**src/rtl/flash_cmd_pkg.sv**
```systemverilog
package flash_cmd_pkg;

    localparam int ADR_W = 16;
    localparam int DAT_W = 8;

    typedef enum logic [2:0] {
        ST_READ    = 3'd0,
        ST_UNL1    = 3'd1,
        ST_UNL2    = 3'd2,
        ST_ID      = 3'd3,
        ST_ES_SET  = 3'd4,
        ST_ES_UNL1 = 3'd5,
        ST_ES_UNL2 = 3'd6
    } cmd_state_e;

    localparam logic [DAT_W-1:0] DAT_KEY_A    = 8'hAA;
    localparam logic [DAT_W-1:0] DAT_KEY_B    = 8'h55;
    localparam logic [DAT_W-1:0] DAT_RESET    = 8'hF0;
    localparam logic [DAT_W-1:0] DAT_ID       = 8'h90;
    localparam logic [DAT_W-1:0] DAT_SETUP    = 8'h80;
    localparam logic [DAT_W-1:0] DAT_ERASE    = 8'h10;
    localparam logic [DAT_W-1:0] CODE_MFR     = 8'hC2;
    localparam logic [DAT_W-1:0] CODE_DEV_TOP = 8'h18;
    localparam logic [DAT_W-1:0] CODE_DEV_BOT = 8'h19;

    localparam logic [ADR_W-1:0] ADR_KEY_A = 16'h5555;
    localparam logic [ADR_W-1:0] ADR_KEY_B = 16'h2AAA;

    typedef struct packed {
        cmd_state_e state;
        logic       start;
        logic       abort;
    } fsm_regs_t;

endpackage

```
**src/rtl/flash_cmd_fsm.sv**
```systemverilog
module flash_cmd_fsm
    import flash_cmd_pkg::*;
(
    input  logic             clk,
    input  logic             rst_n,
    input  logic             wr_stb,
    input  logic [ADR_W-1:0] wr_addr,
    input  logic [DAT_W-1:0] wr_data,
    input  logic             seq_busy,
    input  logic             seq_fail,
    output cmd_state_e       state_o,
    output logic             erase_start,
    output logic             erase_abort
);

    fsm_regs_t regs_d, regs_q;

    function automatic logic hit(input logic [ADR_W-1:0] a, input logic [DAT_W-1:0] d,
                                 input logic [ADR_W-1:0] ea, input logic [DAT_W-1:0] ed);
        return (a == ea) && (d == ed);
    endfunction

    always_comb begin
        regs_d       = regs_q;
        regs_d.start = 1'b0;
        regs_d.abort = 1'b0;
        if (wr_stb) begin
            if (seq_busy) begin
                if (seq_fail && wr_data == DAT_RESET) begin
                    regs_d.state = ST_READ;
                    regs_d.abort = 1'b1;
                end
            end else if (wr_data == DAT_RESET) begin
                regs_d.state = ST_READ;
            end else begin
                unique case (regs_q.state)
                    ST_READ:
                        regs_d.state = hit(wr_addr, wr_data, ADR_KEY_A, DAT_KEY_A) ? ST_UNL1 : ST_READ;
                    ST_UNL1:
                        regs_d.state = hit(wr_addr, wr_data, ADR_KEY_B, DAT_KEY_B) ? ST_UNL2 : ST_READ;
                    ST_UNL2:
                        if (hit(wr_addr, wr_data, ADR_KEY_A, DAT_ID))
                            regs_d.state = ST_ID;
                        else if (hit(wr_addr, wr_data, ADR_KEY_A, DAT_SETUP))
                            regs_d.state = ST_ES_SET;
                        else
                            regs_d.state = ST_READ;
                    ST_ID:
                        regs_d.state = ST_ID;
                    ST_ES_SET:
                        regs_d.state = hit(wr_addr, wr_data, ADR_KEY_A, DAT_KEY_A) ? ST_ES_UNL1 : ST_READ;
                    ST_ES_UNL1:
                        regs_d.state = hit(wr_addr, wr_data, ADR_KEY_B, DAT_KEY_B) ? ST_ES_UNL2 : ST_READ;
                    ST_ES_UNL2: begin
                        regs_d.state = ST_READ;
                        regs_d.start = hit(wr_addr, wr_data, ADR_KEY_A, DAT_ERASE);
                    end
                    default:
                        regs_d.state = ST_READ;
                endcase
            end
        end
    end

    always_ff @(posedge clk) begin
        if (!rst_n) begin
            regs_q.state <= ST_READ;
            regs_q.start <= 1'b0;
            regs_q.abort <= 1'b0;
        end else begin
            regs_q <= regs_d;
        end
    end

    assign state_o     = regs_q.state;
    assign erase_start = regs_q.start;
    assign erase_abort = regs_q.abort;

    assert_start_single_R7: assert property (@(posedge clk) disable iff (!rst_n)
        erase_start |=> !erase_start);

    assert_start_cause_R7: assert property (@(posedge clk) disable iff (!rst_n)
        erase_start |-> $past(wr_stb && !seq_busy && wr_data == DAT_ERASE && wr_addr == ADR_KEY_A));

    assert_busy_hold_R9: assert property (@(posedge clk) disable iff (!rst_n)
        (seq_busy && !(seq_fail && wr_stb && wr_data == DAT_RESET))
        |=> (state_o == $past(state_o)) && !erase_start && !erase_abort);

    assert_abort_cause_R9: assert property (@(posedge clk) disable iff (!rst_n)
        erase_abort |-> $past(seq_busy && seq_fail && wr_stb));

    assert_reset_cmd_R2: assert property (@(posedge clk) disable iff (!rst_n)
        (wr_stb && wr_data == DAT_RESET && (!seq_busy || seq_fail)) |=> state_o == ST_READ);

    assert_id_sticky_R8: assert property (@(posedge clk) disable iff (!rst_n)
        (state_o == ST_ID && !(wr_stb && wr_data == DAT_RESET)) |=> state_o == ST_ID);

endmodule

```
**src/rtl/flash_id_mux.sv**
```systemverilog
module flash_id_mux
    import flash_cmd_pkg::*;
#(
    parameter bit TOP_BOOT = 1'b1
) (
    input  logic [1:0]       rd_sel,
    input  logic             rd_prot,
    output logic [DAT_W-1:0] id_code
);

    logic [DAT_W-1:0] dev_code;

    generate
        if (TOP_BOOT) begin : g_top
            assign dev_code = CODE_DEV_TOP;
        end else begin : g_bot
            assign dev_code = CODE_DEV_BOT;
        end
    endgenerate

    always_comb begin
        if (rd_sel[1])
            id_code = {{(DAT_W-1){1'b0}}, rd_prot};
        else if (rd_sel[0])
            id_code = dev_code;
        else
            id_code = CODE_MFR;
    end

endmodule

```
**src/rtl/flash_cmd_decoder.sv**
```systemverilog
module flash_cmd_decoder
    import flash_cmd_pkg::*;
#(
    parameter bit TOP_BOOT = 1'b1
) (
    input  logic                clk,
    input  logic                rst_n,
    input  logic                wr_stb,
    input  logic [ADR_W-1:0]    wr_addr,
    input  logic [DAT_W-1:0]    wr_data,
    input  logic [1:0]          rd_sel,
    input  logic                rd_prot,
    input  logic [DAT_W-1:0]    array_data,
    input  logic                seq_busy,
    input  logic                seq_fail,
    output logic [DAT_W-1:0]    rd_data,
    output logic                id_mode,
    output logic                erase_start,
    output logic                erase_abort
);

    cmd_state_e       state;
    logic [DAT_W-1:0] id_code;

    flash_cmd_fsm u_fsm (
        .clk         (clk),
        .rst_n       (rst_n),
        .wr_stb      (wr_stb),
        .wr_addr     (wr_addr),
        .wr_data     (wr_data),
        .seq_busy    (seq_busy),
        .seq_fail    (seq_fail),
        .state_o     (state),
        .erase_start (erase_start),
        .erase_abort (erase_abort)
    );

    flash_id_mux #(.TOP_BOOT(TOP_BOOT)) u_id (
        .rd_sel  (rd_sel),
        .rd_prot (rd_prot),
        .id_code (id_code)
    );

    assign id_mode = (state == ST_ID);
    assign rd_data = id_mode ? id_code : array_data;

    assert_mfr_code_R4: assert property (@(posedge clk) disable iff (!rst_n)
        (id_mode && rd_sel == 2'b00) |-> rd_data == CODE_MFR);

    assert_prot_code_R6: assert property (@(posedge clk) disable iff (!rst_n)
        (id_mode && rd_sel[1]) |-> rd_data == {7'd0, rd_prot});

    assert_passthru_R1: assert property (@(posedge clk) disable iff (!rst_n)
        !id_mode |-> rd_data == array_data);

endmodule

```
**config.mk**
```make
export PLATFORM = sky130hd
export DESIGN_NAME = flash_cmd_decoder
export DESIGN_NICKNAME = d
export VERILOG_FILES = /design/src/rtl/flash_cmd_pkg.sv /design/src/rtl/flash_cmd_fsm.sv /design/src/rtl/flash_id_mux.sv /design/src/rtl/flash_cmd_decoder.sv
export SDC_FILE = /design/constraint.sdc
export NUM_CORES = 1
export LEC_CHECK = 0
export ABC_AREA = 1
export BUFFER_PORTS_ARGS = -buffer_cell sky130_fd_sc_hd__buf_4
export CAP_MARGIN = 0
export CORE_MARGIN = 10
export CORE_UTILIZATION = 36
export CTS_CLUSTER_DIAMETER = 40
export DETAILED_ROUTE_END_ITERATION = 12
export PLACE_DENSITY = 0.75
export SKIP_CTS_REPAIR_TIMING = 1
export SYNTH_ARGS = -nofsm -noshare
export SYNTH_HDL_FRONTEND = slang
export SYNTH_SLANG_ARGS = --single-unit
```
**constraint.sdc**
```tcl
create_clock -name clk -period 1.1 [get_ports clk]
set_input_delay 0.22 -clock clk [delete_from_list [all_inputs] [get_ports clk]]
set_output_delay 0.22 -clock clk [all_outputs]
set_load 0.005 [all_outputs]
```
After elaboration in Yosys (flattened, before gate mapping)
Index checks and enable logic that the tools add are counted.
{"block": "word_totals", "register_bits": 5, "input_bits": 40}
{"block": "op_classes", "eq_ne": 15, "muxes": 14, "bitwise_logic": 3, "n_reduce_logical": 10}
{"cell": "$eq A8 B8 Y1 const B", "count": 4}
{"cell": "$mux W8", "count": 3}
{"cell": "$mux W3", "count": 7}
{"cell": "$pmux W3 S6", "count": 1}
{"cell": "$eq A16 B14 Y1 const B", "count": 1}
{"cell": "$eq A16 B15 Y1 const B", "count": 1}
{"cell": "$eq A3 B3 Y1 const B", "count": 3}
{"cell": "$eq A8 B5 Y1 const B", "count": 1}
{"cell": "$eq A8 B7 Y1 const B", "count": 1}
{"cell": "$eq A3 B2 Y1 const B", "count": 2}
{"cell": "$logic_and A1 B1 Y1", "count": 6}
{"cell": "$reduce_or A5 Y1", "count": 1}
{"cell": "$eq A3 B1 Y1 const B", "count": 1}
{"cell": "$logic_not A3 Y1", "count": 1}
{"cell": "$not A1 Y1", "count": 3}
{"cell": "$reduce_and A3 Y1", "count": 1}
{"cell": "$mux W1", "count": 2}
{"cell": "$mux W2", "count": 1}
{"cell": "$ne A2 B1 Y1 const B", "count": 1}
{"cell": "$reduce_and A2 Y1", "count": 1}

Longest topological paths before layout
Gate-level depths: netlist (run 1).
{"block": "logic_depth", "depth_word": 7, "ltp_mapped": 10}

By module
Synthesis (run 1) repeated with hierarchy kept, for this count alone.
{"block": "hier_totals", "hier_cells": 166, "hier_area_um2": 845.8}
{"mod": "flash_cmd_fsm", "instances": 1, "cells_each": 126, "area_each_um2": 628.1, "seq_area_each_um2": 100.1}
{"mod": "flash_cmd_decoder", "instances": 1, "cells_each": 29, "area_each_um2": 157.7, "seq_area_each_um2": 0.0}
{"mod": "flash_id_mux", "instances": 1, "cells_each": 11, "area_each_um2": 60.1, "seq_area_each_um2": 0.0}

Least setup slack after synthesis (run 1)
Ideal clock, no wire load.
{"block": "synth_path", "path_type": "flip-flop to output port", "start": "register u_fsm.state_o[1] (netlist name)", "end": "output port rd_data[3]", "arrival_ns": 0.947, "required_ns": 0.880, "setup_slack_ns": -0.067, "stages_incl_launch_ff": 7, "path_cell_list": "dfxtp_1 -> nand2_2 -> nor2_4 -> inv_2 -> nor2_1 -> nand2_1 -> nand2_1"}
{"block": "synth_via", "elab_chain_cells": 2}
{"element": "$eq A3 B2 Y1", "line_no": "flash_cmd_decoder.sv:44", "text": "assign id_mode = (state == ST_ID);"}
{"element": "via id_mode", "line_no": "flash_cmd_decoder.sv:17", "text": "output logic id_mode,"}
{"element": "$mux W8", "line_no": "flash_cmd_decoder.sv:45", "text": "assign rd_data = id_mode ? id_code : array_data;"}
{"element": "end: declaration", "line_no": "flash_cmd_decoder.sv:16", "text": "output logic [DAT_W-1:0] rd_data,"}
The timed path passes the listed nets, and every way through them passes these cells.

Final worst setup path (run 1)
{"block": "layout_path", "start": "register u_fsm.state_o[0] (netlist name)", "end": "output port rd_data[3]"}
{"block": "layout_via", "elab_chain_cells": 2}
{"element": "$eq A3 B2 Y1", "line_no": "flash_cmd_decoder.sv:44"}
{"element": "$mux W8", "line_no": "flash_cmd_decoder.sv:45"}
Every way passes these cells.

==> results of run 1 <==
==> state kept, by name, indices dropped and copies added (netlist names) <==
signal             cells
u_fsm.erase_abort      1
u_fsm.state_o          3
u_fsm.erase_start      1
==> routing by layer <==
metal	vias to the layer above	track usage, %	routed length (um)
li1	562	-	-
met1	568	14.1	1320
met2	32	23.0	1810
met3	8	2.09	132
met4	0	3.28	63
met5	-	0	0
==> layout by cell type, fill, tap and decap left out, types with 5 or more instances in the layout <==
cell	count
inv_1	16
nand2_1	36
nand2_2	12
inv_2	5
nor2_1	20
nand3_2	6
nand3_1	11
buf_6	10
buf_4	56
nor2_4	7
==> kinds of logic (layout without fill, tap and decap cells) <==
| group | after synthesis | after routing | share of synthesized area, % |
|---|---|---|---|
| buf+inv | 22 | 92 | 11.8 |
| simple gates | 107 | 107 | 71.1 |
| compound gates | 3 | 3 | 2.69 |
| flops | 5 | 5 | 14.3 |
==> final cells by class <==
cell class	count	area [um2]	area share [%]
Sequential cell	5	106	7.54
Inverter	22	85.1	6.03
Tap cell	25	31.3	2.22
Clock buffer	4	26.3	1.86
Multi-Input combinational cell	110	629	44.6
Timing Repair Buffer	66	533	37.8
==> worst min-delay path by stage <==
stage                              to  slack [ns]
floorplan           u_fsm.erase_abort        0.35
global placement    u_fsm.erase_abort        0.50
detailed placement  u_fsm.erase_start        0.50
CTS                 u_fsm.erase_start        0.24
global route        u_fsm.erase_start        0.25
finish              u_fsm.erase_start        0.24
==> per-stage QoR <==
step	hold slack, ns	setup TNS, ns
2_1_floorplan	0.351	-0.0253
4_1_cts	0.237	-2.70
5_1_grt	0.248	-3.85
3_5_place_dp	0.503	-1.28
3_3_place_gp	0.496	-0.966
6_report	0.241	-3.26
==> where the power goes <==
part	internal, mW	switching, mW	total (mW)
Clock	0.138	0.0897	0.228
Combinational	0.165	0.126	0.291
Sequential	0.179	0.00000278	0.179
==> critical path, delay by kind of cell, from the launching register on <==
kind          cells  cell delay (ns)
flops             1             0.36
buf+inv           3             0.24
simple gates      4             0.41
==> impl_results.md, run 1 <==
* H-tree depth at 1
* Setup ws final at -0.397 ns
* Cells after synthesis at roughly 140
* Placed cell areas at ~1200 um2
* Reg-to-reg endpoint: u_fsm.state_o[2]
* Dominant cell type by area after synthesis: nand2_1
* Crit path from: u_fsm.state_o[0]
* Vias per std cell at ~5.0
* Total Power at approximately 0.7 mW
* Row cnt at 15
* Final Instance Area at between 1000 and 1500 um2
* Die height at approximately 64 um
* Distinct cells, synth at 18
* Largest net degree at the start of global routing at 9
* WL per Instance at around 14 um
* Netlist Area Pre-Place at about 700 um2
* Clock Tree Buf Depth at 2
* RSZ-0062 raised after global routing: true
* First-pass GRT wire length at roughly 4.3 mm
* Post-route insts no fill at around 230
* GRT Util Overall at between 10% and 20%
* Placed Cells at around 230
* Crit Path Max Fanout at 8
* Area growth syn-to-layout at 102%
* Core Footprint at between 1500 and 2000 um2
* Prevailing post-synth register cell: dfxtp_1
* Synth Net Count at between 150 and 200
* Vias at ~1200
* Initial antenna violation count at 0
* Pleak at 0.733 nW
* CP startpoint kind: flop
* PwrDens at roughly 500 nW/um2
* WL final at ~3.3 mm
* Worst Tran Pin Value at 0.203 ns
* Register area share after synthesis at between 10 and 15%
* CTS Buf Count at 3
* Drt drc at 0
* CP endpoint kind: output port
* Clock Skew at 0.00131 ns
* Final GP Congestion at ~0.83
* Yosys warns at 0
* Share of cells above drive strength 1 at between 50% and 60%
* Endpoints failing setup at 12
* Worst hold start: wr_addr[1]
* EDFF count, synth at 0
* Routed Antenna Nets at 0
* # diodes at 0
* R2r setup slk at -0.13 ns
* Root Driver: clkbuf_4
* Required time of the critical path at 0.88 ns
* Worst slack, placed at -0.331 ns
* Fin. max-slew vios at 0
* Status: finished with violations
* 1st-iter DRT viols at 46
* Worst setup path endpoint: rd_data[3]
* Utilization after layout at approximately 79%
* Synth area leaders: nand2_1, dfxtp_1, nor2_1
* Hold path depth at 4
* Async set-reset flop share out of synthesis at 0%
* Critical path arrival at ~1.3 ns
* Hold Path Class: in -> reg
* Relative slew slack at 86.3%
* Detailed placer's ending HPWL at roughly 2.4 mm
* Worst skew pair latency at 0.25 ns
* Worst r2r src: u_fsm.state_o[2]
* CP max stage delay at 0.36 ns
* Crit-path cells: inv_2 -> nor2_4 -> inv_4 -> nor2_1 -> nand2_1 -> nand2_1 -> buf_4
* FILL cells at between 100 and 150
* Worst r2r path cells at 10
* TritonCTS clock tree: done
* Peak supply drop at 0.000293 V
* Initial Utilization at 39.2%
* Commonest cells in the netlist: nand2_1, nor2_1, inv_1
* Reg clk slew, reported paths at around 0.05 ns
* Minimum clock period at around 1.5 ns
* Slowest cell on the critical path: dfxtp_2
* Gr ovfl total at 0
* Most Frequent Cell on Critical Path: nand2_1
* Die width at 64.0 um
* Seq cells post-synth at 5
* Post-synthesis average cell area at 5.10 um2
* Die ar. at 4100 um2
* Vias in the first global route at about 980
* Failing checks: setup timing
* Ports at roughly 50
* Fmax at roughly 0.67 GHz
* Port bufs at 50
* Hold Vio Cnt, Final at 0
* Top-count cell post-synth: nand2_1
* Nets at about 250
* CP Class: reg -> out
* Max-cap violations at 0
* Ratio of final minimum period to clock period at 136%
* Yosys top cell area share at between 20% and 30%
* Detailed Routing Iterations Pass 1 at 4
* Clock sinks at 5
(Power assumes the default switching activity.)
==> run 2, diff against run 1 <==
Settings changed: CAP_MARGIN 0 to 20, CORE_UTILIZATION 36 to 39, PLACE_DENSITY 0.75 to 0.76, SYNTH_HIERARCHICAL set to 1.
==> impl_results.md, run 2 <==
* Hold Vio Cnt, Final at 0 (unchanged)
* Pleak at 0.751 nW (+2.6%)
* Endpoints failing setup at 12 (unchanged)
* Compound-Gate Fraction of Synth Area at 2.66% (-0.025 points)
* CP startpoint kind: flop
* Largest net degree at the start of global routing at 17 (+8)
* First-pass GRT wire length at 4.26 mm (unchanged)
* PwrDens at 480 nW/um2 (-3.0%)
* Register area share after synthesis at 11.8% (-2.5 points)
* Async set-reset flop share out of synthesis at 0% (unchanged)
* 1st-iter DRT viols at 29 (-37%)
* Vias per std cell at 4.50 (-11%)
* Yosys warns at 6 (+6)
* Required time of the critical path at 0.88 ns (about the same)
* Dominant cell type by area after synthesis: nand2_1
* Port bufs at 50 (unchanged)
* Nets at 271 (+9.3%)
* Fin. max-slew vios at 0 (unchanged)
* Seq cells post-synth at 5 (unchanged)
* Hold Path Class: in -> reg
* Minimum clock period at 1.34 ns (-0.157 ns)
* Gr ovfl total at 0 (unchanged)
* Top-count cell post-synth: nand2_1
* Post-route insts no fill at 257 (+11%)
* GRT Util Overall at 11.5% (-0.94 points)
* Clock power frac at 31.6% (-1.0 points)
* Root Driver: clkbuf_4
* Setup ws final at -0.240 ns (+0.157 ns)
* Worst slack, placed at -0.219 ns (+0.112 ns)
* H-tree depth at 1 (unchanged)
* Detailed placer's ending HPWL at 2.41 mm (+0.90%)
* Failing checks: setup timing
* Drt drc at 0 (unchanged)
* Worst r2r path cells at 10 (unchanged)
* Reg-to-reg endpoint: u_fsm/state_o[2]
* RSZ-0062 raised after global routing: true
* Total Power at 0.672 mW (-3.7%)
* Vias at 1157 (-1.1%)
* Worst r2r src: u_fsm/state_o[1]
* Placed Cells at 252 (+12%)
* Yosys top cell area share at 23.5% (-1.2 points)
* Crit Path Max Fanout at 9 (+1)
* Prevailing post-synth register cell: dfxtp_1
* Critical path arrival at 1.12 ns (-0.16 ns)
* EDFF count, synth at 0 (unchanged)
* TritonCTS clock tree: done
* Max-cap violations at 0 (unchanged)
* Commonest non-fill, non-tap cells in the layout: buf_4, nand2_1, nor2_1
* Core Footprint at 2000 um2 (+12%)
* Detailed Routing Iterations Pass 1 at 4 (unchanged)
* Cells after synthesis at 166 (+21%)
* WL per Instance at 10.8 um (-25%)
* Netlist Area Pre-Place at 846 um2 (+21%)
* Reg clk slew, reported paths at 0.04 ns (about the same)
* Distinct cells, synth at 19 (+1)
* Die width at 66.6 um (+4.0%)
* Vias in the first global route at 1069 (+9.3%)
* NetSw at 0.196 mW (-9.0%)
* Crit path from: u_fsm/state_o[0]
* Clock Skew at 0.000230 ns (-0.00108 ns)
* WL final at 2.76 mm (-17%)
* Worst skew pair latency at 0.24 ns (about the same)
* Initial Utilization at 42.2% (+3.1 points)
* Commonest cells in the netlist: nand2_1, nor2_1, inv_1
* Clock sinks at 5 (unchanged)
* Row cnt at 16 (+1)
* Final GP Congestion at 0.840 (+0.65%)
* Status: finished with violations
* CP endpoint kind: output port
* Seq pwr share at 26.7% (+1.0 points)
* Ratio of final minimum period to clock period at 122% (-14 points)
* Post-synthesis average cell area at 5.10 um2 (about the same)
* Ports at 51 (unchanged)
* Simple-Gate Fraction of Synth Area at 65.5% (-5.6 points)
* Share of cells above drive strength 1 at 37.4% (-18 points)
* Combinational share of power at 41.7% (about the same)
* Internal power at 0.476 mW (-1.3%)
* Net Sw Frac at 29.2% (-1.7 points)
* Xor/xnor share of the synthesized area at 0% (unchanged)
* Max reg flops at 3 (unchanged)
* Setup_tns at -2.10 ns (+1.16 ns)
* Worst setup path endpoint: rd_data[6]
* Main combinational cell family by area after synthesis: simple AND/OR/NAND/NOR gates
* Peak supply drop at 0.000542 V (+85%)
* Fmax at 0.746 GHz (+12%)
* Routed Antenna Nets at 0 (unchanged)
* CP Class: reg -> out
* Mux cell area share after synthesis at 0% (unchanged)
* # diodes at 0 (unchanged)
* Commonest non-fill, non-tap cell in the layout: buf_4
* Clock Tree Buf Depth at 2 (unchanged)
* Area growth syn-to-layout at 65.7%
* Post-synthesis adder-cell area fraction at 0% (unchanged)
* CTS Buf Count at 3 (unchanged)
* Initial antenna violation count at 0 (unchanged)
* Die ar. at 4430 um2 (+8.1%)
* Hold path depth at 4 (unchanged)
* Synth area leaders: nand2_1, nor2_1, dfxtp_1
* R2r setup slk at -0.10 ns (+0.03 ns)
* Die height at 66.6 um (+4.0%)
[run 2: cells by family after synthesis]
logic type / Yosys count
and+or+nand+nor: 121
other: 1
AOI/OAI and AO/OA: 4
buffers and inverters: 35
DFF: 5
[run 2: per-layer routing]
layer	part of all wire [%]	global-route usage [%]	vias to the layer above
li1	-	-	637
met1	44	12.6	484
met2	49	20.7	36
met3	7.0	4.18	0
met4	0	1.57	0
met5	0	0	-
[run 2: stage by stage]
| stage | hold slack [ns] | cell area (um2) | utilization [%] |
|---|---|---|---|
| after floorplan | 0.351 | 850 | - |
| after global placement | 0.489 | 1320 | 66.1 |
| after detailed placement | 0.490 | 1320 | 66.1 |
| after CTS | 0.232 | 1350 | 67.4 |
| after global routing | 0.227 | 1400 | 70.0 |
| final | 0.237 | 1400 | 70.0 |
[run 2: worst min-delay path by stage]
stage	startpoint	endpoint	slack, ns
4_1_cts	seq_busy	u_fsm/erase_abort	0.23
2_1_floorplan	seq_busy	u_fsm/erase_abort	0.35
6_report	wr_data[7]	u_fsm/erase_start	0.24
3_3_place_gp	seq_busy	u_fsm/erase_abort	0.49
5_1_grt	wr_data[7]	u_fsm/erase_start	0.23
3_5_place_dp	seq_busy	u_fsm/erase_abort	0.49
[run 2: final cells by class]
class	instances	area, um2
inverters	28	108
repair buffers	65	515
flip-flops and latches	5	104
fillers	194	601
multi-input cells	128	614
clock buffers	4	26.3
well taps	27	33.8
[run 2: critical path, stage by stage (launching register included)]
cell     delay (ns)
dfxtp_4        0.38
buf_8          0.14
nand3_2        0.11
nand2_1        0.07
nand2_1        0.05
buf_4          0.13
[run 2: power groups by stage]
stage	combinational, mW	clock (mW)	sequential, mW
6_report	0.280	0.213	0.179
5_1_grt	0.306	0.236	0.179
4_1_cts	0.274	0.222	0.182
3_5_place_dp	0.273	0	0.185
3_3_place_gp	0.265	0	0.185
2_1_floorplan	0.104	0	0.185
==> run 3, diff against run 2 <==
Settings changed: ABC_AREA 1 to 0, CORE_UTILIZATION 39 to 34, PLACE_DENSITY 0.76 to 0.75.
==> impl_results.md, run 3 <==
* Initial antenna violation count at 0 (unchanged)
* Placed Cells at 159 (-37%)
* Mux cell area share after synthesis at 14.5% (+15 points)
* RSZ-0062 raised after global routing: true
* CP Class: reg -> out
* Peak supply drop at 0.000863 V (+59%)
* Hold Path Class: in -> reg
* Status: finished with violations
* Fin Hold WS at 0.208 ns (-0.0288 ns)
* Largest net degree at the start of global routing at 10 (-7)
* Ratio of final minimum period to clock period at 136% (+14 points)
* Worst path bufs/invs at 2 (unchanged)
* Detailed placer's ending HPWL at 2.16 mm (-10%)
* Area growth syn-to-layout at 116%
* Placed cell areas at 1100 um2 (-17%)
* Post-synthesis adder-cell area fraction at 0% (unchanged)
* Reg clk slew, reported paths at 0.05 ns (about the same)
* CP startpoint kind: flop
* Total Power at 0.675 mW (+0.46%)
* Commonest non-fill, non-tap cells in the layout: buf_4, buf_6, nand2_1
* Row cnt at 15 (-1)
* GRT Util Overall at 11.7% (+0.27 points)
* Drt drc at 0 (unchanged)
* Vias at 934 (-19%)
* EDFF count, synth at 0 (unchanged)
* TritonCTS clock tree: done
* Final Instance Area at 1340 um2 (-4.6%)
* Detailed Routing Iterations Pass 1 at 4 (unchanged)
* H-tree depth at 1 (unchanged)
* Root Driver: clkbuf_4
* Final GP Congestion at 0.812 (-3.3%)
* Register area share after synthesis at 16.2% (+4.3 points)
* Hold Vio Cnt, Final at 0 (unchanged)
* Most Frequent Cell on Critical Path: buf_6
* Net Sw Frac at 26.3% (-2.9 points)
* Async set-reset flop share out of synthesis at 0% (unchanged)
* Core Footprint at 1730 um2 (-14%)
* Ports at 51 (unchanged)
* Clock Skew at 0.00583 ns (+0.00560 ns)
* Post-route insts no fill at 169 (-34%)
* PwrDens at 505 nW/um2 (+5.3%)
* Worst slack, placed at -0.426 ns (-0.207 ns)
* WL per Instance at 19.2 um (+79%)
* Commonest non-fill, non-tap cell in the layout: buf_4
* 1st-iter DRT viols at 47 (+62%)
* Clock power frac at 32.3% (+0.7 points)
* Commonest cells in the netlist: nand2_1, mux2_2, nand3_1
* CP max stage delay at 0.33 ns (-0.05 ns)
* Max-cap violations at 0 (unchanged)
* Fin. max-slew vios at 0 (unchanged)
* Worst skew pair latency at 0.25 ns (about the same)
* Gr ovfl total at 0 (unchanged)
* CP endpoint kind: output port
* Pleak at 0.689 nW (-8.3%)
* Seq cells post-synth at 5 (unchanged)
* Synth area leaders: dfxtp_1, mux2_2, nor4bb_1
* Die width at 62.7 um (-5.8%)
* Simple-Gate Fraction of Synth Area at 55.6% (-10 points)
* Top Family by Delay on Critical Path: flip-flops
* Internal power at 0.498 mW (+4.6%)
* First-pass GRT wire length at 3.86 mm (-9.4%)
* Prevailing post-synth register cell: dfxtp_1
* Vias in the first global route at 873 (-18%)
* NetSw at 0.178 mW (-9.6%)
* Clock sinks at 5 (unchanged)
* Main combinational cell family by area after synthesis: simple AND/OR/NAND/NOR gates
* Combinational share of power at 41.1% (-0.6 points)
* Setup ws final at -0.398 ns (-0.158 ns)
* Required time of the critical path at 0.88 ns (about the same)
* Xor/xnor share of the synthesized area at 0% (unchanged)
* Share of cells above drive strength 1 at 70.1% (+33 points)
* Post-synthesis average cell area at 8.26 um2 (+62%)
* Slowest cell on the critical path: dfxtp_2
* Die height at 62.7 um (-5.8%)
* Seq pwr share at 26.6% (about the same)
* Fmax at 0.668 GHz (-11%)
* Compound-Gate Fraction of Synth Area at 5.86% (+3.2 points)
* Setup_tns at -4.42 ns (-2.32 ns)
* Netlist Area Pre-Place at 619 um2 (-27%)
* Vias per std cell at 5.53 (+23%)
* Endpoints failing setup at 14 (+2)
* Clock Tree Buf Depth at 2 (unchanged)
* Top-count cell post-synth: nand2_1
* Dominant cell type by area after synthesis: dfxtp_1
* Routed Antenna Nets at 0 (unchanged)
* Cells after synthesis at 75 (-55%)
* Yosys warns at 6 (unchanged)
* Port bufs at 50 (unchanged)
* WL final at 3.25 mm (+17%)
* Minimum clock period at 1.50 ns (+0.158 ns)
* Utilization after layout at 77.5% (+7.5 points)
* Max reg flops at 3 (unchanged)
* Yosys top cell area share at 16.2% (-7.4 points)
* Distinct cells, synth at 31 (+12)
* Die ar. at 3930 um2 (-11%)
* Nets at 185 (-32%)
* Initial Utilization at 35.9% (-6.4 points)
* Crit Path Max Fanout at 5 (-4)
* Critical path arrival at 1.28 ns (+0.16 ns)
* Crit-path cells: buf_6 -> nand3b_4 -> mux2_4 -> buf_6
* # diodes at 0 (unchanged)
* Failing checks: setup timing
* CTS Buf Count at 3 (unchanged)
## run 3: cell count changes after synthesis, sizes merged, moves of 3 or more
cell,change
nand4,-9
nor4,+3
mux2,+8
a21oi,-3
and4bb,+3
nand2,-47
nand3,-9
nor2,-31
inv,-26
nor4bb,+5
## run 3: area by class of cell
type,count,area [um2]
clock buffer,4,26.3
multi-input combinational,65,616
inverter,2,7.51
sequential,5,105
fill,113,389
timing repair buffer,68,552
tap,25,31.3
## run 3: metal layers
layer  vias to the layer above  GRT usage (%)  part of all wire (%)
met5                         -              0                     0
met4                         0           1.68                   2.2
met3                         6           3.41                   4.3
met2                        43           24.7                    59
met1                       461           10.7                    35
li1                        424              -                     -
## run 3: cell families after synthesis
logic type             Yosys count
AO/OA/AOI/OAI                    5
buffers and inverters            7
flip-flops                       5
multiplexers                     8
other                            1
AND/OR/NAND/NOR                 49
## run 3: path summary, 6_finish.rpt
kind / start / to / slack, ns / cells past startpoint
worst min-delay path: seq_fail / u_fsm/erase_abort / 0.21 / 3
worst max register to register: u_fsm/state_o[1] / u_fsm/state_o[2] / -0.35 / 6
worst max-delay path: u_fsm/state_o[1] / rd_data[4] / -0.40 / 4
worst min register to register: u_fsm/state_o[1] / u_fsm/state_o[1] / 0.63 / 3
## run 3: worst register-to-register path: stages (launching register included)
cell      delay, ns
dfxtp_2        0.32
buf_4          0.13
nor4b_2        0.20
nand4_1        0.15
nor4_2         0.36
o211ai_1       0.13
nand3_1        0.09
## run 3: power groups by stage
stage          combinational (mW)  clock, mW  sequential (mW)
2_1_floorplan              0.0713          0            0.185
3_3_place_gp                0.227          0            0.185
3_5_place_dp                0.236          0            0.185
4_1_cts                     0.236      0.221            0.182
5_1_grt                     0.295      0.238            0.179
6_report                    0.278      0.218            0.179
